`src/rtl/txlog_pkg.sv`:
```
package txlog_pkg;
  parameter int unsigned DEF_THREADS = 2;
  parameter int unsigned DEF_AW      = 4;
  parameter int unsigned DEF_DW      = 8;
  parameter int unsigned DEF_DEPTH   = 4;
  parameter int unsigned DEF_NEST_W  = 3;

  // Per-thread transaction phase
  typedef enum logic [1:0] {
    PH_IDLE = 2'd0,
    PH_OPEN = 2'd1,
    PH_ROLL = 2'd2
  } tx_phase_e;
endpackage

```
`src/rtl/txlog_mem.sv`:
```
module txlog_mem #(
  parameter int unsigned AW = 4,
  parameter int unsigned DW = 8
) (
  input  logic          clk,
  input  logic          rst_n,
  input  logic          we,
  input  logic [AW-1:0] waddr,
  input  logic [DW-1:0] wdata,
  input  logic [AW-1:0] raddr_a,
  output logic [DW-1:0] rdata_a,
  input  logic [AW-1:0] raddr_b,
  output logic [DW-1:0] rdata_b
);
  localparam int unsigned WORDS = 1 << AW;

  logic [DW-1:0] word_q [WORDS];

  // memory clears to zero
  always_ff @(posedge clk or negedge rst_n) begin
    if (!rst_n) begin
      for (int i = 0; i < WORDS; i++) word_q[i] <= '0;
    end else if (we) begin
      word_q[waddr] <= wdata;
    end
  end

  assign rdata_a = word_q[raddr_a];
  assign rdata_b = word_q[raddr_b];
endmodule

```
`src/rtl/txlog_thread.sv`:
```
module txlog_thread
  import txlog_pkg::*;
#(
  parameter int unsigned AW     = 4,
  parameter int unsigned DW     = 8,
  parameter int unsigned DEPTH  = 4,
  parameter int unsigned NEST_W = 3
) (
  input  logic             clk,
  input  logic             rst_n,
  input  logic             begin_i,
  input  logic             commit_i,
  input  logic             abort_i,
  input  logic             push_i,
  input  logic [AW+DW-1:0] push_entry_i,
  input  logic             pop_i,
  output logic             open_o,
  output logic             rolling_o,
  output logic             full_o,
  output logic             empty_o,
  output logic [AW+DW-1:0] top_o,
  output logic             done_o
);
  localparam int unsigned EW   = AW + DW;
  localparam int unsigned PW   = $clog2(DEPTH + 1);
  localparam int unsigned IW   = (DEPTH > 1) ? $clog2(DEPTH) : 1;
  localparam int unsigned NMAX = (1 << NEST_W) - 1;

  tx_phase_e         ph_q;
  logic [PW-1:0]     ptr_q;
  logic [NEST_W-1:0] nest_q;
  logic              done_q;
  logic [EW-1:0]     log_q [DEPTH];

  logic [IW-1:0] top_idx;
  assign top_idx = IW'(ptr_q - PW'(1));

  always_ff @(posedge clk or negedge rst_n) begin
    if (!rst_n) begin
      ph_q   <= PH_IDLE;
      ptr_q  <= '0;
      nest_q <= '0;
      done_q <= 1'b0;
    end else begin
      done_q <= 1'b0;
      // append a before-image entry
      if (push_i) ptr_q <= ptr_q + PW'(1);
      unique case (ph_q)
        PH_ROLL: begin
          // finish when the log is drained, otherwise pop on grant
          if (ptr_q == '0) begin
            ph_q   <= PH_IDLE;
            nest_q <= '0;
            done_q <= 1'b1;
          end else if (pop_i) begin
            ptr_q <= ptr_q - PW'(1);
          end
        end
        PH_OPEN: begin
          if (abort_i) begin
            ph_q <= PH_ROLL;              // abort beats commit
          end else if (commit_i) begin
            if (nest_q != '0) begin
              nest_q <= nest_q - NEST_W'(1);
            end else begin
              ph_q  <= PH_IDLE;           // discard log in one cycle
              ptr_q <= '0;
            end
          end else if (begin_i && nest_q != NEST_W'(NMAX)) begin
            nest_q <= nest_q + NEST_W'(1);    // flatten nested begin
          end
        end
        default: begin
          if (begin_i) ph_q <= PH_OPEN;
        end
      endcase
    end
  end

  always_ff @(posedge clk) begin
    if (push_i) log_q[IW'(ptr_q)] <= push_entry_i;
  end

  assign open_o    = (ph_q != PH_IDLE);
  assign rolling_o = (ph_q == PH_ROLL);
  assign full_o    = (ptr_q == PW'(DEPTH));
  assign empty_o   = (ptr_q == '0);
  assign top_o     = log_q[top_idx];
  assign done_o    = done_q;
endmodule

```
`src/rtl/txlog_ctrl.sv`:
```
module txlog_ctrl
  import txlog_pkg::*;
#(
  parameter int unsigned NTHR   = DEF_THREADS,
  parameter int unsigned AW     = DEF_AW,
  parameter int unsigned DW     = DEF_DW,
  parameter int unsigned DEPTH  = DEF_DEPTH,
  parameter int unsigned NEST_W = DEF_NEST_W,
  localparam int unsigned TW    = (NTHR > 1) ? $clog2(NTHR) : 1
) (
  input  logic            clk,
  input  logic            rst_n,
  input  logic            st_valid,
  output logic            st_ready,
  input  logic [TW-1:0]   st_tid,
  input  logic [AW-1:0]   st_addr,
  input  logic [DW-1:0]   st_data,
  input  logic [AW-1:0]   ld_addr,
  output logic [DW-1:0]   ld_data,
  input  logic [NTHR-1:0] tx_begin,
  input  logic [NTHR-1:0] tx_commit,
  input  logic [NTHR-1:0] sw_abort,
  input  logic [NTHR-1:0] hw_abort,
  output logic [NTHR-1:0] tx_open,
  output logic [NTHR-1:0] rolling,
  output logic [NTHR-1:0] abort_done,
  output logic [NTHR-1:0] overflow
);
  localparam int unsigned EW = AW + DW;

  logic [NTHR-1:0] open_w, roll_w, full_w, empty_w, done_w;
  logic [NTHR-1:0] push_w, pop_w, abort_w, ovf_d, ovf_q;
  logic [EW-1:0]   top_w [NTHR];
  logic [EW-1:0]   rb_entry;
  logic            rb_we, st_we, accept;
  logic [DW-1:0]   old_word;
  logic            mem_we;
  logic [AW-1:0]   mem_waddr;
  logic [DW-1:0]   mem_wdata;

  // rollback owns the write port, stores wait
  assign st_ready = ~(|roll_w);
  assign accept   = st_valid & st_ready;

  for (genvar t = 0; t < NTHR; t++) begin : g_thr
    logic tx_store;
    assign tx_store   = accept && (st_tid == TW'(t)) && open_w[t];
    assign push_w[t]  = tx_store && !full_w[t];
    assign ovf_d[t]   = tx_store && full_w[t];
    assign abort_w[t] = sw_abort[t] | hw_abort[t] | ovf_d[t];

    txlog_thread #(
      .AW(AW), .DW(DW), .DEPTH(DEPTH), .NEST_W(NEST_W)
    ) u_thr (
      .clk          (clk),
      .rst_n        (rst_n),
      .begin_i      (tx_begin[t]),
      .commit_i     (tx_commit[t]),
      .abort_i      (abort_w[t]),
      .push_i       (push_w[t]),
      .push_entry_i ({st_addr, old_word}),
      .pop_i        (pop_w[t]),
      .open_o       (open_w[t]),
      .rolling_o    (roll_w[t]),
      .full_o       (full_w[t]),
      .empty_o      (empty_w[t]),
      .top_o        (top_w[t]),
      .done_o       (done_w[t])
    );
  end

  // lowest-numbered rolling thread with entries left gets the port
  always_comb begin
    pop_w    = '0;
    rb_we    = 1'b0;
    rb_entry = '0;
    for (int t = 0; t < NTHR; t++) begin
      if (roll_w[t] && !empty_w[t] && !rb_we) begin
        pop_w[t] = 1'b1;
        rb_we    = 1'b1;
        rb_entry = top_w[t];
      end
    end
  end

  assign st_we     = accept && !(|ovf_d);
  assign mem_we    = rb_we | st_we;
  assign mem_waddr = rb_we ? rb_entry[EW-1:DW] : st_addr;
  assign mem_wdata = rb_we ? rb_entry[DW-1:0]  : st_data;

  txlog_mem #(.AW(AW), .DW(DW)) u_mem (
    .clk     (clk),
    .rst_n   (rst_n),
    .we      (mem_we),
    .waddr   (mem_waddr),
    .wdata   (mem_wdata),
    .raddr_a (st_addr),
    .rdata_a (old_word),
    .raddr_b (ld_addr),
    .rdata_b (ld_data)
  );

  always_ff @(posedge clk or negedge rst_n) begin
    if (!rst_n) ovf_q <= '0;
    else        ovf_q <= ovf_d;
  end

  assign tx_open    = open_w;
  assign rolling    = roll_w;
  assign abort_done = done_w;
  assign overflow   = ovf_q;
endmodule

```
`config.mk`:
```
export PLATFORM = sky130hd
export DESIGN_NAME = txlog_ctrl
export DESIGN_NICKNAME = d
export VERILOG_FILES = /design/src/rtl/txlog_pkg.sv /design/src/rtl/txlog_mem.sv /design/src/rtl/txlog_thread.sv /design/src/rtl/txlog_ctrl.sv
export SDC_FILE = /design/constraint.sdc
export NUM_CORES = 1
export LEC_CHECK = 0
export BUFFER_PORTS_ARGS = -buffer_cell sky130_fd_sc_hd__buf_2
export CELL_PAD_IN_SITES_DETAIL_PLACEMENT = 1
export CELL_PAD_IN_SITES_GLOBAL_PLACEMENT = 1
export CORE_ASPECT_RATIO = 0.9
export CORE_MARGIN = 5
export CORE_UTILIZATION = 48
export CTS_CLUSTER_SIZE = 16
export DETAILED_ROUTE_END_ITERATION = 8
export HOLD_SLACK_MARGIN = 0.1
export PLACE_DENSITY = 0.83
export SLEW_MARGIN = 15
export SYNTH_ARGS = -nofsm -noshare
export SYNTH_HDL_FRONTEND = slang
export SYNTH_SLANG_ARGS = --single-unit
```
`constraint.sdc`:
```
create_clock -name clk -period 3.05 [get_ports clk]
set_clock_uncertainty 0.15 [all_clocks]
set_input_delay 0.61 -clock clk [delete_from_list [all_inputs] [get_ports clk]]
set_output_delay 0.61 -clock clk [all_outputs]
set_load 0.05 [all_outputs]
```
==> results.toml, run 1 <==
[outcome]
status = "finished clean"

[power_and_ir_drop]
seqPwrFrac_pct = 39.9
intPower_mw = 8.936
comb_power_share_pct = 37.1
ir_worst_vdd_v = 0.0004011
switchingPower_mw = 4.753
p_sw_share_pct = 34.72
power_density_nw_per_um2 = 955.4
clockPowerShare_pct = 23.0
leakagePower_nw = 5.591

[grt]
grt_max_degree = 61
antenna_found_initial = 0
grt_first_pass_wirelength_um = 51340
grt_util_all_layers_pct = 23.43
grt_pass1_vias = 8336
grt-ovfl-total = 0

[clocking]
numCtsBuffers = 27
clk-insertion-delay-late_ns = 0.55
numClockSinks = 244
cts_tree = "built"
htree_num_levels = 1
cts_buffer_depth = 3
cts_root_buf = "clkbuf_16"
clkTransAtPathRegs_ns = 0.07

[final_layout]
instances_no_fill = 1191
drive_above_1_share_pct = 47.35
num-nets-final = 874
nFillCells = 2293
synthToLayoutAreaGrowth_pct = 17.08
utilization_pct = 57.05
diodes = 0

[hold_path]
hold_path.class = "in -> reg"

[synth]
synth.cell_area_um2 = 12240
netlist-cell-type-count = 54
yosys_most_used_dff = "dfrtp_1"
synth_seq_area_share_pct = 53.82
synth_cells = 743
synth_seq_cells = 244
avgSynthCellArea_um2 = 16.47
synth_edf_count = 96
ys_warn_count = 0
syn_nets = 789
synthArstFlopShare_pct = 60.66

[die]
core_area_um2 = 25120
initial_utilization_pct = 48.72
die_w_um = 178.3
fp.dieH_um = 161.5
io_pins = 45
std_cell_rows = 55
die_area_um2 = 28790

[routing]
vias = 7408
first_pass_iters = 5
drc = 0
final_antenna_net_count = 0
initialDrtViolationCount = 474
drt_wl_total_um = 33020
drt-vias-per-instance = 6.220
wl_per_cell_um = 27.72

[worst_setup_path]
end_kind = "output port"
worst_setup_path_startpoint = "ld_addr[0]"
critPathRequiredTime_ns = 2.29
r2r_cells = 10
critPathCapture = "ld_data[0]"
reg2reg_setup_slack_ns = 0.07
start_kind = "input port"
cp_max_fo = 15
timing.rr.end = "u_mem.word_q[90]"
path_class = "in -> out"
worstPathArrival_ns = 2.26
reg2reg_from = "g_thr[1].u_thr.ptr_q[1]"

[placed_design]
port_buffers = 44
dp_cells = 1138
place.gp.congestion = 0.8648
post-dp-hpwl_um = 21270
pre_cts_ws_ns = -0.0004108

[job]
drv_cap = 0

[sta]
fin_ws_ns = 0.03453
finalHoldViolCount = 0
maxSlewHeadroom_pct = 50.08
setup_violations = 0
max_freq_mhz = 331.6
slew_viol_final = 0
max_slew.worst_pin.slew_ns = 0.7394
timing.final.crit_share_pct = 98.87
period_needed_ns = 3.015
rsz0062_at_grt = "no"
==> what timing repair did <==
item                                    4_1_cts  5_1_grt
endpoints found under the hold margin        58        0
pin swaps                                     0        3
hold buffers                                  1        0
setup buffers                                 0        2
gates resized for setup                       1        8
cloned                                        0        0
endpoints found under the setup margin       83      130
==> power by group through the flow <==
stage / sequential (mW) / clock (mW) / combinational, mW
floorplan: 5.11 / 0 / 3.71
global placement: 5.28 / 0 / 4.64
detailed placement: 5.44 / 0 / 4.97
CTS: 5.42 / 3.20 / 5.05
global route: 5.55 / 3.35 / 5.40
finish: 5.46 / 3.15 / 5.08
==> cell usage after synthesis (all sizes together) (2+ instances only) <==
master / instances / share of area, %
dfrtp: 148 / 30
mux2: 129 / 12
mux4: 104 / 19
edfxtp: 96 / 24
nor2: 31 / 2.2
nand2: 29 / 0.89
clkbuf: 25 / 0.77
buf: 23 / 1.0
inv: 20 / 0.61
o21ai: 17 / 0.70
ha: 16 / 1.6
nand3: 14 / 0.98
mux2i: 12 / 0.98
a21oi: 10 / 0.41
nor3: 8 / 0.33
and2: 5 / 0.26
a31oi: 4 / 0.20
o22ai: 4 / 0.20
a211oi: 3 / 0.18
a21boi: 3 / 0.18
a22o: 3 / 0.21
a31o: 3 / 0.21
nand2b: 3 / 0.15
nor3b: 3 / 0.18
o31ai: 3 / 0.30
xor2: 3 / 0.21
and3: 2 / 0.14
fa: 2 / 0.33
nand4: 2 / 0.10
nor2b: 2 / 0.10
nor4b: 2 / 0.14
o311ai: 2 / 0.29
or3: 2 / 0.10
==> metrics by stage <==
step                power [mW]  hold slack (ns)  instance area, um^2    TNS [ns]
global route             14.30           0.1615                14330           0
global placement         9.914           0.3350                13410           0
finish                   13.69           0.1636                14330           0
floorplan                8.820           0.1644                12260           0
detailed placement       10.40           0.3593                13410  -0.0004108
CTS                      13.68           0.1518                14270           0
==> layout by cell type (no fill, tap or decap), types with 10 or more instances in the layout <==
cell type,netlist,routed
mux2i_1,12,12
edfxtp_1,96,96
o21ai_0,17,17
clkbuf_16,0,28
mux4_2,104,104
nor2_1,15,15
nor2_4,12,12
dfrtp_1,148,148
buf_12,0,25
buf_2,5,43
inv_1,20,20
buf_4,7,33
nand3_1,10,10
mux2_2,114,114
ha_1,16,14
nand2_1,29,25
==> routing by layer <==
metal | wire length [um] | track usage (%) | part of all wire (%) | up-vias
li1 | - | - | - | 3076
met4 | 1224 | 8.371 | 3.7 | 0
met1 | 13090 | 30.49 | 40 | 3983
met3 | 1857 | 4.236 | 5.6 | 90
met2 | 16840 | 39.71 | 51 | 259
met5 | 0 | 0 | 0 | -
==> cell families (layout without fill, tap and decap cells) <==
family | Yosys count | count (layout) | share of synthesized area (%)
DFF | 244 | 244 | 53.82
muxes | 245 | 245 | 32.24
AOI/OAI and AO/OA | 60 | 60 | 3.507
and+or+nand+nor | 105 | 105 | 5.848
buffers and inverters | 68 | 174 | 2.413
xor gates and xnor gates | 3 | 3 | 0.2147
adders and majority gates | 18 | 18 | 1.963
==> registers in the layout (all words and copies together), names as in the netlist <==
register / count
u_mem.word_q: 128
g_thr.u_thr.nest_q: 6
overflow: 2
g_thr.u_thr.ph_q: 4
g_thr.u_thr.done_o: 2
g_thr.u_thr.ptr_q: 6
g_thr.u_thr.log_q: 96
==> worst max-delay path, stage by stage <==
cell and delay (ns):
buf_2 0.14, buf_12 0.19, mux4_2 0.53, mux4_2 0.53
buf_2 0.24
==> cell type report <==
class,count,area (um^2),share of cell area [%]
sequential,244,6586,45.97
multi-input combinational,431,5400,37.69
timing repair buffer,104,996.0,6.951
clock buffer,37,744.5,5.196
tap,342,427.9,2.986
clock inverter,13,98.84,0.6898
inverter,20,75.07,0.5239
==> how the worst min path moves through the flow <==
stage                           startpoint               endpoint  slack [ns]  cells past startpoint
after floorplan                      rst_n  g_thr[0].u_thr.done_o        0.16                      0
after global placement    u_mem.word_q[54]       u_mem.word_q[54]        0.33                      1
after detailed placement  u_mem.word_q[54]       u_mem.word_q[54]        0.36                      1
after CTS                           st_tid            overflow[0]        0.15                      2
after global routing                st_tid            overflow[0]        0.16                      2
final                               st_tid            overflow[0]        0.16                      2
(Power assumes the default switching activity.)
==> run 2: changes to the inputs <==
CORE_UTILIZATION = 50   (was 48)
PLACE_DENSITY = 0.82   (was 0.83)
clock period = 3.72 ns   (was 3.05 ns; I/O delays follow)
==> run 2 against run 1 <==
  * Clock-buffer cell count is 6 lower
  * Sequential share of layout area grew 1.9 points
  * Clock power down 20%
  * Critical path type is now reg -> reg
  * Largest cell class unchanged
==> results.toml, run 2 (synthesized netlist as in run 1, its figures left out) <==
[worst_setup_path]
critPathRequiredTime_ns = 3.97
start_kind = "flip-flop"
end_kind = "flip-flop"
worstPathArrival_ns = 3.84
path_class = "reg -> reg"
r2r_cells = 9
cp_max_fo = 8

[grt]
grt_first_pass_wirelength_um = 50700
grt-ovfl-total = 0
antenna_found_initial = 0
grt_pass1_vias = 8196
grt_max_degree = 69
grt_util_all_layers_pct = 24.09

[routing]
wl_per_cell_um = 28.91
drt_wl_total_um = 32610
final_antenna_net_count = 0
drc = 0
initialDrtViolationCount = 610
vias = 7285
first_pass_iters = 5
drt-vias-per-instance = 6.458

[sta]
rsz0062_at_grt = "no"
maxSlewHeadroom_pct = 49.45
max_freq_mhz = 279.2
finalSetupTns_ns = 0
period_needed_ns = 3.582
timing.final.crit_share_pct = 96.29
finalHoldViolCount = 0
setup_violations = 0
slew_viol_final = 0
max_slew.worst_pin.slew_ns = 0.7488

[power_and_ir_drop]
leakagePower_nw = 5.348
comb_power_share_pct = 36.3
clockPowerShare_pct = 23.1
ir_worst_vdd_v = 0.0004970
power_density_nw_per_um2 = 794.7
seqPwrFrac_pct = 40.6
switchingPower_mw = 3.814
p_sw_share_pct = 34.89
intPower_mw = 7.118

[final_layout]
synthToLayoutAreaGrowth_pct = 12.40
final_common_cell = "dfrtp_1"
top_register = "u_mem.word_q"
instances_no_fill = 1128
drive_above_1_share_pct = 45.37
final_cell_mix = "dfrtp_1 (148), mux2_2 (114), mux4_2 (104)"
num-nets-final = 846
diodes = 0
design_area_um2 = 13760
top_regs = "u_mem.word_q (128), g_thr.u_thr.log_q (96)"
largest_reg_flops = 128

[die]
std_cell_rows = 54
io_pins = 45
die_area_um2 = 27710
fp.dieH_um = 158.4
initial_utilization_pct = 50.59
die_w_um = 174.9
core_area_um2 = 24190

[placed_design]
dp_cells = 1079
dpl_cell_area_um2 = 12920
port_buffers = 44
place.gp.congestion = 0.7827
post-dp-hpwl_um = 20840

[hold_path]
whs_path_depth = 2
hold_path.class = "in -> reg"

[clocking]
cts_tree = "built"
clkTransAtPathRegs_ns = 0.06
clk-insertion-delay-late_ns = 0.54
cts_buffer_depth = 3
cts_root_buf = "clkbuf_16"
numCtsBuffers = 26
numClockSinks = 244
htree_num_levels = 1

[job]
drv_cap = 0

[outcome]
status = "finished clean"
==> run 2: critical path: stages, from the launching register on <==
cell	delay (ns)
dfrtp_1	0.40
inv_1	0.12
ha_1	0.51
buf_4	0.26
mux4_2	0.22
nand3_1	0.15
a31oi_1	0.36
nand2_1	0.35
nor2_4	0.52
mux2_2	0.40
==> run 2: power by group through the flow <==
| stage | Sequential (mW) | Clock, mW | Combinational, mW |
|---|---|---|---|
| 2_1_floorplan | 4.19 | 0 | 3.02 |
| 3_3_place_gp | 4.30 | 0 | 3.68 |
| 3_5_place_dp | 4.45 | 0 | 3.92 |
| 4_1_cts | 4.42 | 2.56 | 3.98 |
| 5_1_grt | 4.52 | 2.70 | 4.23 |
| 6_report | 4.44 | 2.52 | 3.97 |
==> run 2: layer usage <==
| layer | GRT usage, % | part of all wire, % | up-vias |
|---|---|---|---|
| li1 | - | - | 3026 |
| met1 | 31.71 | 40 | 3930 |
| met2 | 42.96 | 51 | 273 |
| met3 | 3.466 | 5.7 | 56 |
| met4 | 5.946 | 2.4 | 0 |
| met5 | 0 | 0 | - |
==> run 2: layout make-up <==
type	count	area, um^2
inverter	20	75.07
sequential	244	6586
tap	308	385.4
timing repair buffer	77	526.8
multi-input combinational	431	5361
clock buffer	31	669.4
fill	2233	10430
clock inverter	17	151.4
==> run 2: worst paths after layout <==
check / endpoint / startpoint / slack (ns)
min in group asynchronous: g_thr[1].u_thr.nest_q[0] / rst_n / 0.62
max in group asynchronous: u_mem.word_q[101] / rst_n / 1.85
worst min-delay path: overflow[0] / st_tid / 0.32
worst max register to register: u_mem.word_q[83] / g_thr[1].u_thr.ptr_q[1] / 0.14
worst min register to register: u_mem.word_q[15] / u_mem.word_q[15] / 0.37
worst max-delay path: u_mem.word_q[83] / g_thr[1].u_thr.ptr_q[1] / 0.14
==> run 2: per-stage QoR <==
stage	hold slack (ns)	power (mW)	util (%)	setup slack, ns
2_1_floorplan	0.2984	7.211	-	0.1339
3_3_place_gp	0.3340	7.981	53.43	0.3682
3_5_place_dp	0.3596	8.371	53.43	0.3449
4_1_cts	0.3061	10.96	56.87	0.2531
5_1_grt	0.3255	11.44	56.87	0.06005
6_report	0.3214	10.93	56.87	0.1381
==> run 2: timing repair <==
item,CTS,global route
hold buffers,1,0
setup endpoints to repair,0,0
buffers inserted,0,0
hold endpoints to repair,21,0
gates resized for setup,0,0
